===== src/rtl/tev_pkg.sv =====
package tev_pkg;
   // Comparison kind of one limit checker
   typedef enum logic [1:0] {
      CMP_ABOVE = 2'd0,   // sample >  limit
      CMP_BELOW = 2'd1,   // sample <  limit
      CMP_ATLEAST = 2'd2  // sample >= limit
   } cmp_kind_e;

   localparam int NUM_LIMITS = 3;

   typedef struct packed {
      logic crit;
      logic below;
      logic above;
   } lim_flags_t;

   function automatic cmp_kind_e kind_of(input int idx);
      case (idx)
         0: return CMP_ABOVE;
         1: return CMP_BELOW;
         default: return CMP_ATLEAST;
      endcase
   endfunction
endpackage


===== src/rtl/tev_cmp.sv =====
module tev_cmp
   import tev_pkg::*;
#(
   parameter int TW = 13,
   parameter cmp_kind_e KIND = CMP_ABOVE
) (
   input  logic                 clk,
   input  logic                 rst_n,
   input  logic                 smp_vld,
   input  logic signed [TW-1:0] smp_temp,
   input  logic signed [TW-1:0] lim,
   output logic                 flag_q,
   output logic                 flag_nx
);
   logic hit;

   generate
      if (KIND == CMP_ABOVE) begin : g_above
         assign hit = smp_temp > lim;
      end else if (KIND == CMP_BELOW) begin : g_below
         assign hit = smp_temp < lim;
      end else begin : g_atleast
         assign hit = smp_temp >= lim;
      end
   endgenerate

   assign flag_nx = smp_vld ? hit : flag_q;

   always_ff @(posedge clk or negedge rst_n) begin
      if (!rst_n) flag_q <= 1'b0;
      else        flag_q <= flag_nx;
   end
endmodule


===== src/rtl/tev_irq.sv =====
module tev_irq (
   input  logic clk,
   input  logic rst_n,
   input  logic arm,
   input  logic set_req,
   input  logic clr_req,
   output logic pend_q
);
   always_ff @(posedge clk or negedge rst_n) begin
      if (!rst_n)       pend_q <= 1'b0;
      else if (!arm)    pend_q <= 1'b0;
      else if (set_req) pend_q <= 1'b1;
      else if (clr_req) pend_q <= 1'b0;
   end
endmodule


===== src/rtl/temp_event_gen.sv =====
module temp_event_gen
   import tev_pkg::*;
#(
   parameter int TW = 13
) (
   input  logic                 clk,
   input  logic                 rst_n,
   input  logic                 smp_vld,
   input  logic signed [TW-1:0] smp_temp,
   input  logic signed [TW-1:0] lim_upper,
   input  logic signed [TW-1:0] lim_lower,
   input  logic signed [TW-1:0] lim_crit,
   input  logic                 cfg_evt_en,
   input  logic                 cfg_int_mode,
   input  logic                 cfg_crit_only,
   input  logic                 int_clr,
   output logic                 evt_n
);
   localparam int MIN_TW = 11;
   localparam int MAX_TW = 32;

   generate
      if (TW < MIN_TW || TW > MAX_TW) begin : g_bad_tw
         $error("temp_event_gen: TW out of range");
      end
   endgenerate

   logic signed [TW-1:0] lim_arr [NUM_LIMITS];
   logic [NUM_LIMITS-1:0] fq, fnx;
   lim_flags_t flg_q, flg_nx;

   assign lim_arr[0] = lim_upper;
   assign lim_arr[1] = lim_lower;
   assign lim_arr[2] = lim_crit;

   generate
      for (genvar i = 0; i < NUM_LIMITS; i++) begin : g_lim
         tev_cmp #(.TW(TW), .KIND(kind_of(i))) u_cmp (
            .clk     (clk),
            .rst_n   (rst_n),
            .smp_vld (smp_vld),
            .smp_temp(smp_temp),
            .lim     (lim_arr[i]),
            .flag_q  (fq[i]),
            .flag_nx (fnx[i])
         );
      end
   endgenerate

   assign flg_q  = lim_flags_t'(fq);
   assign flg_nx = lim_flags_t'(fnx);

   logic alarm_cur, alarm_nxt, chg, arm, pend;

   assign alarm_cur = cfg_crit_only ? flg_q.crit
                                    : (flg_q.above | flg_q.below | flg_q.crit);
   assign alarm_nxt = cfg_crit_only ? flg_nx.crit
                                    : (flg_nx.above | flg_nx.below | flg_nx.crit);
   assign chg = smp_vld & (alarm_nxt != alarm_cur);
   assign arm = cfg_evt_en & cfg_int_mode;

   tev_irq u_irq (
      .clk    (clk),
      .rst_n  (rst_n),
      .arm    (arm),
      .set_req(chg),
      .clr_req(int_clr),
      .pend_q (pend)
   );

   logic evt_act;
   always_comb begin
      if (!cfg_evt_en)       evt_act = 1'b0;
      else if (cfg_int_mode) evt_act = pend | flg_q.crit;
      else                   evt_act = alarm_cur;
   end

   assign evt_n = ~evt_act;
endmodule



===== config.mk =====
export PLATFORM = sky130hd
export DESIGN_NAME = temp_event_gen
export DESIGN_NICKNAME = d
export VERILOG_FILES = /design/src/rtl/tev_pkg.sv /design/src/rtl/tev_cmp.sv /design/src/rtl/tev_irq.sv /design/src/rtl/temp_event_gen.sv
export SDC_FILE = /design/constraint.sdc
export NUM_CORES = 1
export LEC_CHECK = 0
export ABC_CLOCK_PERIOD_IN_PS = 2100
export BUFFER_PORTS_ARGS = -buffer_cell sky130_fd_sc_hd__buf_2
export CORE_MARGIN = 5
export CORE_UTILIZATION = 35
export DETAILED_ROUTE_END_ITERATION = 8
export PLACE_DENSITY_LB_ADDON = 0.08
export SYNTH_ARGS = -nofsm -noshare
export SYNTH_HDL_FRONTEND = slang
export SYNTH_HIERARCHICAL = 1
export SYNTH_SLANG_ARGS = --single-unit

===== constraint.sdc =====
create_clock -name clk -period 2.1 [get_ports clk]
set_input_delay 0.42 -clock clk [delete_from_list [all_inputs] [get_ports clk]]
set_output_delay 0.42 -clock clk [all_outputs]
set_load 0.01 [all_outputs]

==> flow_metrics.py, run 1 <==
metrics = {
    "run_status": {
        "status": "finished, violations left",
        "violations": "negative setup slack",
    },
    "global_route": {
        "grt_pass1_vias": 1639,
        "grt.overflow.total": 0,
        "globalRoute.busiestLayer": "met2",
        "antenna_found_initial": 0,
        "grt_pass1_wl_um": 6930,
        "met1_usage": 0.178,
        "grt_max_degree": 7,
        "met3_usage": 0.0406,
        "track_usage": 0.167,
        "met2_usage": 0.337,
    },
    "logic_synthesis": {
        "synth.avg_cell_area_um2": 7.39,
        "netlist_area_um2": 1230,
        "ys_seq_area_frac": 0.0811,
        "synth_warnings": 6,
        "synth_compound_area_frac": 0.239,
        "yosys_register_bits": 4,
        "syn_nets": 264,
        "synth_xor_area_frac": 0,
        "synthSimpleGateAreaFrac": 0.146,
        "ys_top_cells_by_area": "ha_1 (39%), inv_1 (15%), dfrtp_1 (8.1%)",
        "yosysUniqueCellTypes": 35,
        "synth_fa_ha_area_frac": 0.385,
        "syn_inst": 167,
        "yosys.area.top_type_share": 0.385,
        "synth_top_family_by_area": "adder cells",
        "synth_mux_area_frac": 0,
        "yosysTopAreaCell": "ha_1",
    },
    "setup_path": {
        "startpoint_type": "primary input",
        "regToRegEndpoint": "u_irq/pend_q$_DFFE_PN0P_",
        "worstRegToRegCells": 5,
        "end_kind": "register",
        "reg2reg_slack_ns": 0.72,
        "worstSetupPathType": "in -> reg",
        "rr_startpoint": "g_lim[1].u_cmp/flag_q$_DFF_PN0_",
        "cp_max_fo": 3,
        "arrival_ns": 2.28,
        "cp.required_ns": 2.22,
    },
    "clocking": {
        "clock-sinks": 4,
        "cts_buffer_depth": 2,
        "worstSkewPairLatency_ns": 0.23,
        "cts_tree": "done",
        "htreeDepth": 1,
        "clk_pin_slew_ns": 0.04,
        "numCtsBuffers": 3,
        "ctsRootBufferMaster": "clkbuf_4",
    },
    "drt": {
        "wl_per_cell_um": 13.0,
        "ant_nets": 0,
        "drt_iter0_drc": 24,
        "drc_errors": 0,
        "wl_um": 3850,
        "dr.pass1.iters": 4,
        "vias": 1440,
        "vias_per_cell": 4.85,
    },
    "sta": {
        "period_minus_slack_ns": 2.17,
        "slew_headroom": 0.829,
        "tightest_slew_ns": 0.255,
        "setup_tns_ns": -0.0669,
        "grt_setup_unrepaired": "true",
        "finClkSkew_ns": 0.000889,
        "fmax_ghz": 0.461,
        "finalHoldViolCount": 0,
        "fin_crit_sh": 1.03,
        "finalSetupViolCount": 1,
        "fin_ws_ns": -0.0669,
        "drv_slew": 0,
    },
    "layout": {
        "final_layout_size_suffix_gt1_frac": 0.586,
        "area_growth_pct": 83.4,
        "fin_nets": 350,
        "mostFrequentLayoutCells": "buf_2 (44), inv_1 (31), buf_4 (26)",
        "antenna_cells": 0,
        "final_common_cell": "buf_2",
    },
    "place": {
        "gp_congestion": 0.798,
        "port_buffers": 59,
        "place_hpwl_um": 3320,
    },
    "floorplan": {
        "die-area_um2": 4820,
        "die_y_um": 69.4,
        "rows": 21,
        "core_area_um2": 3390,
        "num_io_pins": 60,
        "initial_utilization": 0.364,
        "die_w_um": 69.4,
    },
    "pwr": {
        "p_total_w": 0.000630,
        "p_leak_nw": 1.14,
        "power_per_cell_area_nw_per_um2": 278,
        "peakVddDrop_mv": 0.142,
    },
    "run": {
        "maxCapViolCount": 0,
    },
    "hold_path": {
        "hp-class": "in -> async",
    },
}
## cell usage after synthesis
cell type / count
inv_1: 49
ha_1: 38
a21oi_1: 12
o21ai_0: 8
nor2_1: 7
nand2_1: 6
nand4_1: 5
dfrtp_1: 4
a21boi_1: 3
nand3_1: 3
a211o_1: 2
a21o_1: 2
a21oi_2: 2
a31oi_1: 2
nor3_1: 2
o21a_1: 2
or3_1: 2
a21o_2: 1
a22oi_1: 1
a31o_2: 1
and2_1: 1
and3_1: 1
and3_2: 1
and4_2: 1
nor2b_4: 1
nor4_1: 1
nor4_2: 1
o211ai_1: 1
o21ba_1: 1
o21bai_1: 1
o221a_1: 1
o221ai_1: 1
o311ai_1: 1
o31a_1: 1
o31ai_1: 1
## kinds of logic (layout without fill, tap and decap cells)
group,after synthesis,count (layout)
simple gates,32,32
compound gates,44,44
buf+inv,49,133
fa+ha+maj,38,38
flops,4,4
## through the flow
stage	hold slack (ns)	util	cells	area, um^2	setup slack (ns)
after global routing	0.543	0.668	297	2260	-0.180
after detailed placement	0.233	0.584	289	1980	-0.459
after CTS	0.518	0.649	295	2200	-0.131
final	0.527	0.668	297	2260	-0.0669
after floorplan	0.124	-	167	1500	-0.0646
after global placement	0.227	0.584	289	1980	-0.422
## critical path: stages
cell and delay, ns:
buf_8 0.11, ha_4 0.25, a21oi_2 0.17, a21oi_1 0.08
a211o_1 0.32, o21ai_2 0.20, o311ai_4 0.13, o21bai_1 0.22
a211o_1 0.17, a21boi_2 0.05, o21a_1 0.16
## final cells by class
class	instances	area, um^2
Tap cell	46	57.6
Fill cell	295	1120
Inverter	49	209
Sequential cell	4	100
Multi-Input combinational cell	114	1330
Clock buffer	3	22.5
Timing Repair Buffer	81	546
## flip-flops by register name (all words and copies together), names as in the netlist
name	cells
g_lim.u_cmp/flag_q	3
u_irq/pend_q	1
## how the worst max path moves through the flow
stage / end / slack [ns] / startpoint / cells past startpoint
2_1_floorplan: u_irq/pend_q$_DFFE_PN0P_ / -0.06 / lim_crit[10] / 11
3_3_place_gp: u_irq/pend_q$_DFFE_PN0P_ / -0.42 / smp_temp[12] / 11
3_5_place_dp: u_irq/pend_q$_DFFE_PN0P_ / -0.46 / smp_temp[12] / 11
4_1_cts: u_irq/pend_q$_DFFE_PN0P_ / -0.13 / smp_temp[10] / 10
5_1_grt: u_irq/pend_q$_DFFE_PN0P_ / -0.18 / smp_temp[3] / 11
6_report: u_irq/pend_q$_DFFE_PN0P_ / -0.07 / smp_temp[11] / 11
## layer usage
metal  routed length [um]  vias up
met3                  227        2
li1                     -      746
met2                 2070       43
met4                   18        0
met1                 1530      649
met5                    0        -
## what timing repair did
item                                    4_1_cts  5_1_grt
resized for setup                            38       15
endpoints found under the setup margin        1        1
pin swaps                                    28       19
setup buffers                                 2        2
endpoints found under the hold margin         4        0
hold buffers                                  1        0
## where the power goes
| group | switching, W | leakage (nW) | internal (W) |
|---|---|---|---|
| logic | 0.000201 | 1.07 | 0.000238 |
| registers | 0.0000105 | 0.0491 | 0.0000880 |
| clock network | 0.0000282 | 0.0138 | 0.0000637 |
No activity file was read; power rests on OpenSTA's default activity.
==> inputs of run 2 (changes only) <==
PLACE_DENSITY = 0.76   (was not set)
PLACE_DENSITY_LB_ADDON = not set   (was 0.08)
==> run 2 against run 1 <==
Net effect: the flow still finishes with violations (negative setup slack); sequential cell count unchanged; total power fell by 2.4%; worst hold slack got worse by 0.0059 ns; wire length decreased by 8.1%; via count fell by 1.5%; maximum frequency down 1.6%; utilization down 2.4 points; sequential share of layout area rose by 0.17 points; clock power grew 9.9%; cell count shrank 0.34%; largest cell class unchanged.
==> flow_metrics.py, run 2 (synthesis results as in run 1) <==
metrics = {
    "run_status": {
        "status": "finished, violations left",
        "violations": "negative setup slack",
    },
    "setup_path": {
        "cp.required_ns": 2.27,
        "cp_max_fo": 3,
        "startpoint_type": "primary input",
        "arrival_ns": 2.37,
        "worst_path_max_delay_cell": "or3_1",
        "worstSetupPathType": "in -> reg",
        "reg2reg_slack_ns": 0.71,
        "cp_cell_sequence": "buf_2, ha_4, nand4_1, nor4_2, or3_1, o311ai_2, o21bai_1, a211o_1, a21boi_2, o21a_1",
        "end_kind": "register",
        "slowest_delay_ns": 0.37,
    },
    "sta": {
        "fmax_ghz": 0.454,
        "finalSetupViolCount": 1,
        "slew_headroom": 0.807,
        "finClkSkew_ns": 0.00532,
        "grt_setup_unrepaired": "true",
        "period_minus_slack_ns": 2.20,
        "fin_crit_sh": 1.05,
        "finalHoldViolCount": 0,
        "drv_slew": 0,
        "fin_ws_ns": -0.103,
        "tightest_slew_ns": 0.287,
    },
    "layout": {
        "fin_nets": 349,
        "fill_cells": 290,
        "antenna_cells": 0,
        "final_common_cell": "buf_2",
        "largest-register": "g_lim.u_cmp/flag_q",
        "final_layout_size_suffix_gt1_frac": 0.568,
        "reg_top3": "g_lim.u_cmp/flag_q x3, u_irq/pend_q x1",
        "largest_reg_flops": 3,
        "area_growth_pct": 76.7,
        "mostFrequentLayoutCells": "buf_2 (51), inv_1 (32), ha_4 (23), buf_4 (23), ha_1 (15)",
        "postLayoutCellArea_um2": 2180,
    },
    "global_route": {
        "grt_pass1_vias": 1445,
        "grt_max_degree": 6,
        "antenna_found_initial": 0,
        "grt_pass1_wl_um": 5590,
        "track_usage": 0.135,
        "grt.overflow.total": 0,
    },
    "pwr": {
        "p_leak_nw": 1.12,
        "p_total_w": 0.000615,
        "peakVddDrop_mv": 0.124,
        "power_per_cell_area_nw_per_um2": 282,
    },
    "floorplan": {
        "num_io_pins": 60,
        "initial_utilization": 0.364,
        "core_area_um2": 3390,
        "die_y_um": 69.4,
        "rows": 21,
        "die-area_um2": 4820,
        "die_w_um": 69.4,
    },
    "clocking": {
        "numCtsBuffers": 3,
        "cts_tree": "done",
        "htreeDepth": 1,
        "ctsRootBufferMaster": "clkbuf_4",
        "clock-sinks": 4,
        "clk_pin_slew_ns": 0.04,
        "cts_buffer_depth": 2,
        "worstSkewPairLatency_ns": 0.24,
    },
    "place": {
        "place_area_um2": 1980,
        "dpl_worst_slack_ns": -0.441,
        "gp_congestion": 0.813,
        "place_hpwl_um": 3020,
        "port_buffers": 59,
    },
    "drt": {
        "dr.pass1.iters": 4,
        "ant_nets": 0,
        "wl_per_cell_um": 11.9,
        "drt_iter0_drc": 30,
        "drc_errors": 0,
        "vias": 1419,
        "vias_per_cell": 4.79,
        "wl_um": 3540,
    },
    "run": {
        "maxCapViolCount": 0,
    },
    "hold_path": {
        "hp-class": "in -> async",
    },
}
[run 2: metal layers]
metal  global-route usage  wire length, um  vias to the layer above
li1                     -                -                      747
met4               0.0217                0                        0
met1                0.144             1450                      640
met2                0.272             1890                       32
met3               0.0275              193                        0
met5                    0                0                        -
[run 2: where the power goes]
group / switching, W / leakage [nW] / internal, W
Combinational: 0.000191 / 1.05 / 0.000226
Sequential: 0.00000980 / 0.0491 / 0.0000879
Clock: 0.0000363 / 0.0138 / 0.0000643
Total: 0.000237 / 1.12 / 0.000378
[run 2: path summary, 6_finish.rpt]
kind	end	start	cells after the start
max in group asynchronous	u_irq/pend_q$_DFFE_PN0P_	rst_n	2
worst min register to register	g_lim[0].u_cmp/flag_q$_DFF_PN0_	g_lim[0].u_cmp/flag_q$_DFF_PN0_	2
worst max register to register	u_irq/pend_q$_DFFE_PN0P_	g_lim[1].u_cmp/flag_q$_DFF_PN0_	5
worst min-delay path	g_lim[1].u_cmp/flag_q$_DFF_PN0_	rst_n	2
min in group clk	u_irq/pend_q$_DFFE_PN0P_	int_clr	3
worst max-delay path	u_irq/pend_q$_DFFE_PN0P_	smp_temp[8]	10
[run 2: final cells by class]
type                       count  area (um^2)  share of cell area
clock buffer                   3         22.5              0.0103
inverter                      49          206              0.0946
multi-input combinational    114         1300               0.596
sequential                     4          100              0.0459
tap                           46         57.6              0.0264
timing repair buffer          80          494               0.226
[run 2: through the flow]
step,utilization,setup TNS [ns],hold slack [ns],instances
2_1_floorplan,-,-0.0646,0.124,167
3_3_place_gp,0.584,-0.404,0.230,289
3_5_place_dp,0.584,-0.441,0.234,289
4_1_cts,0.616,-0.123,0.524,293
5_1_grt,0.644,-0.225,0.543,296
6_report,0.644,-0.103,0.522,296
[run 2: repair_timing]
action / CTS / global route
gates resized for setup: 14 / 18
endpoints found under the setup margin: 1 / 1
gates cloned: 0 / 0
hold buffers: 1 / 0
pin swaps: 14 / 9
setup buffers: 0 / 3
endpoints found under the hold margin: 4 / 0
[run 2: critical path, delay by kind of cell]
kind,cells,cell delay (ns)
buffers and inverters,1,0.14
AO/OA/AOI/OAI,5,0.98
AND/OR/NAND/NOR,3,0.58
adder cells (fa/ha/maj),1,0.25
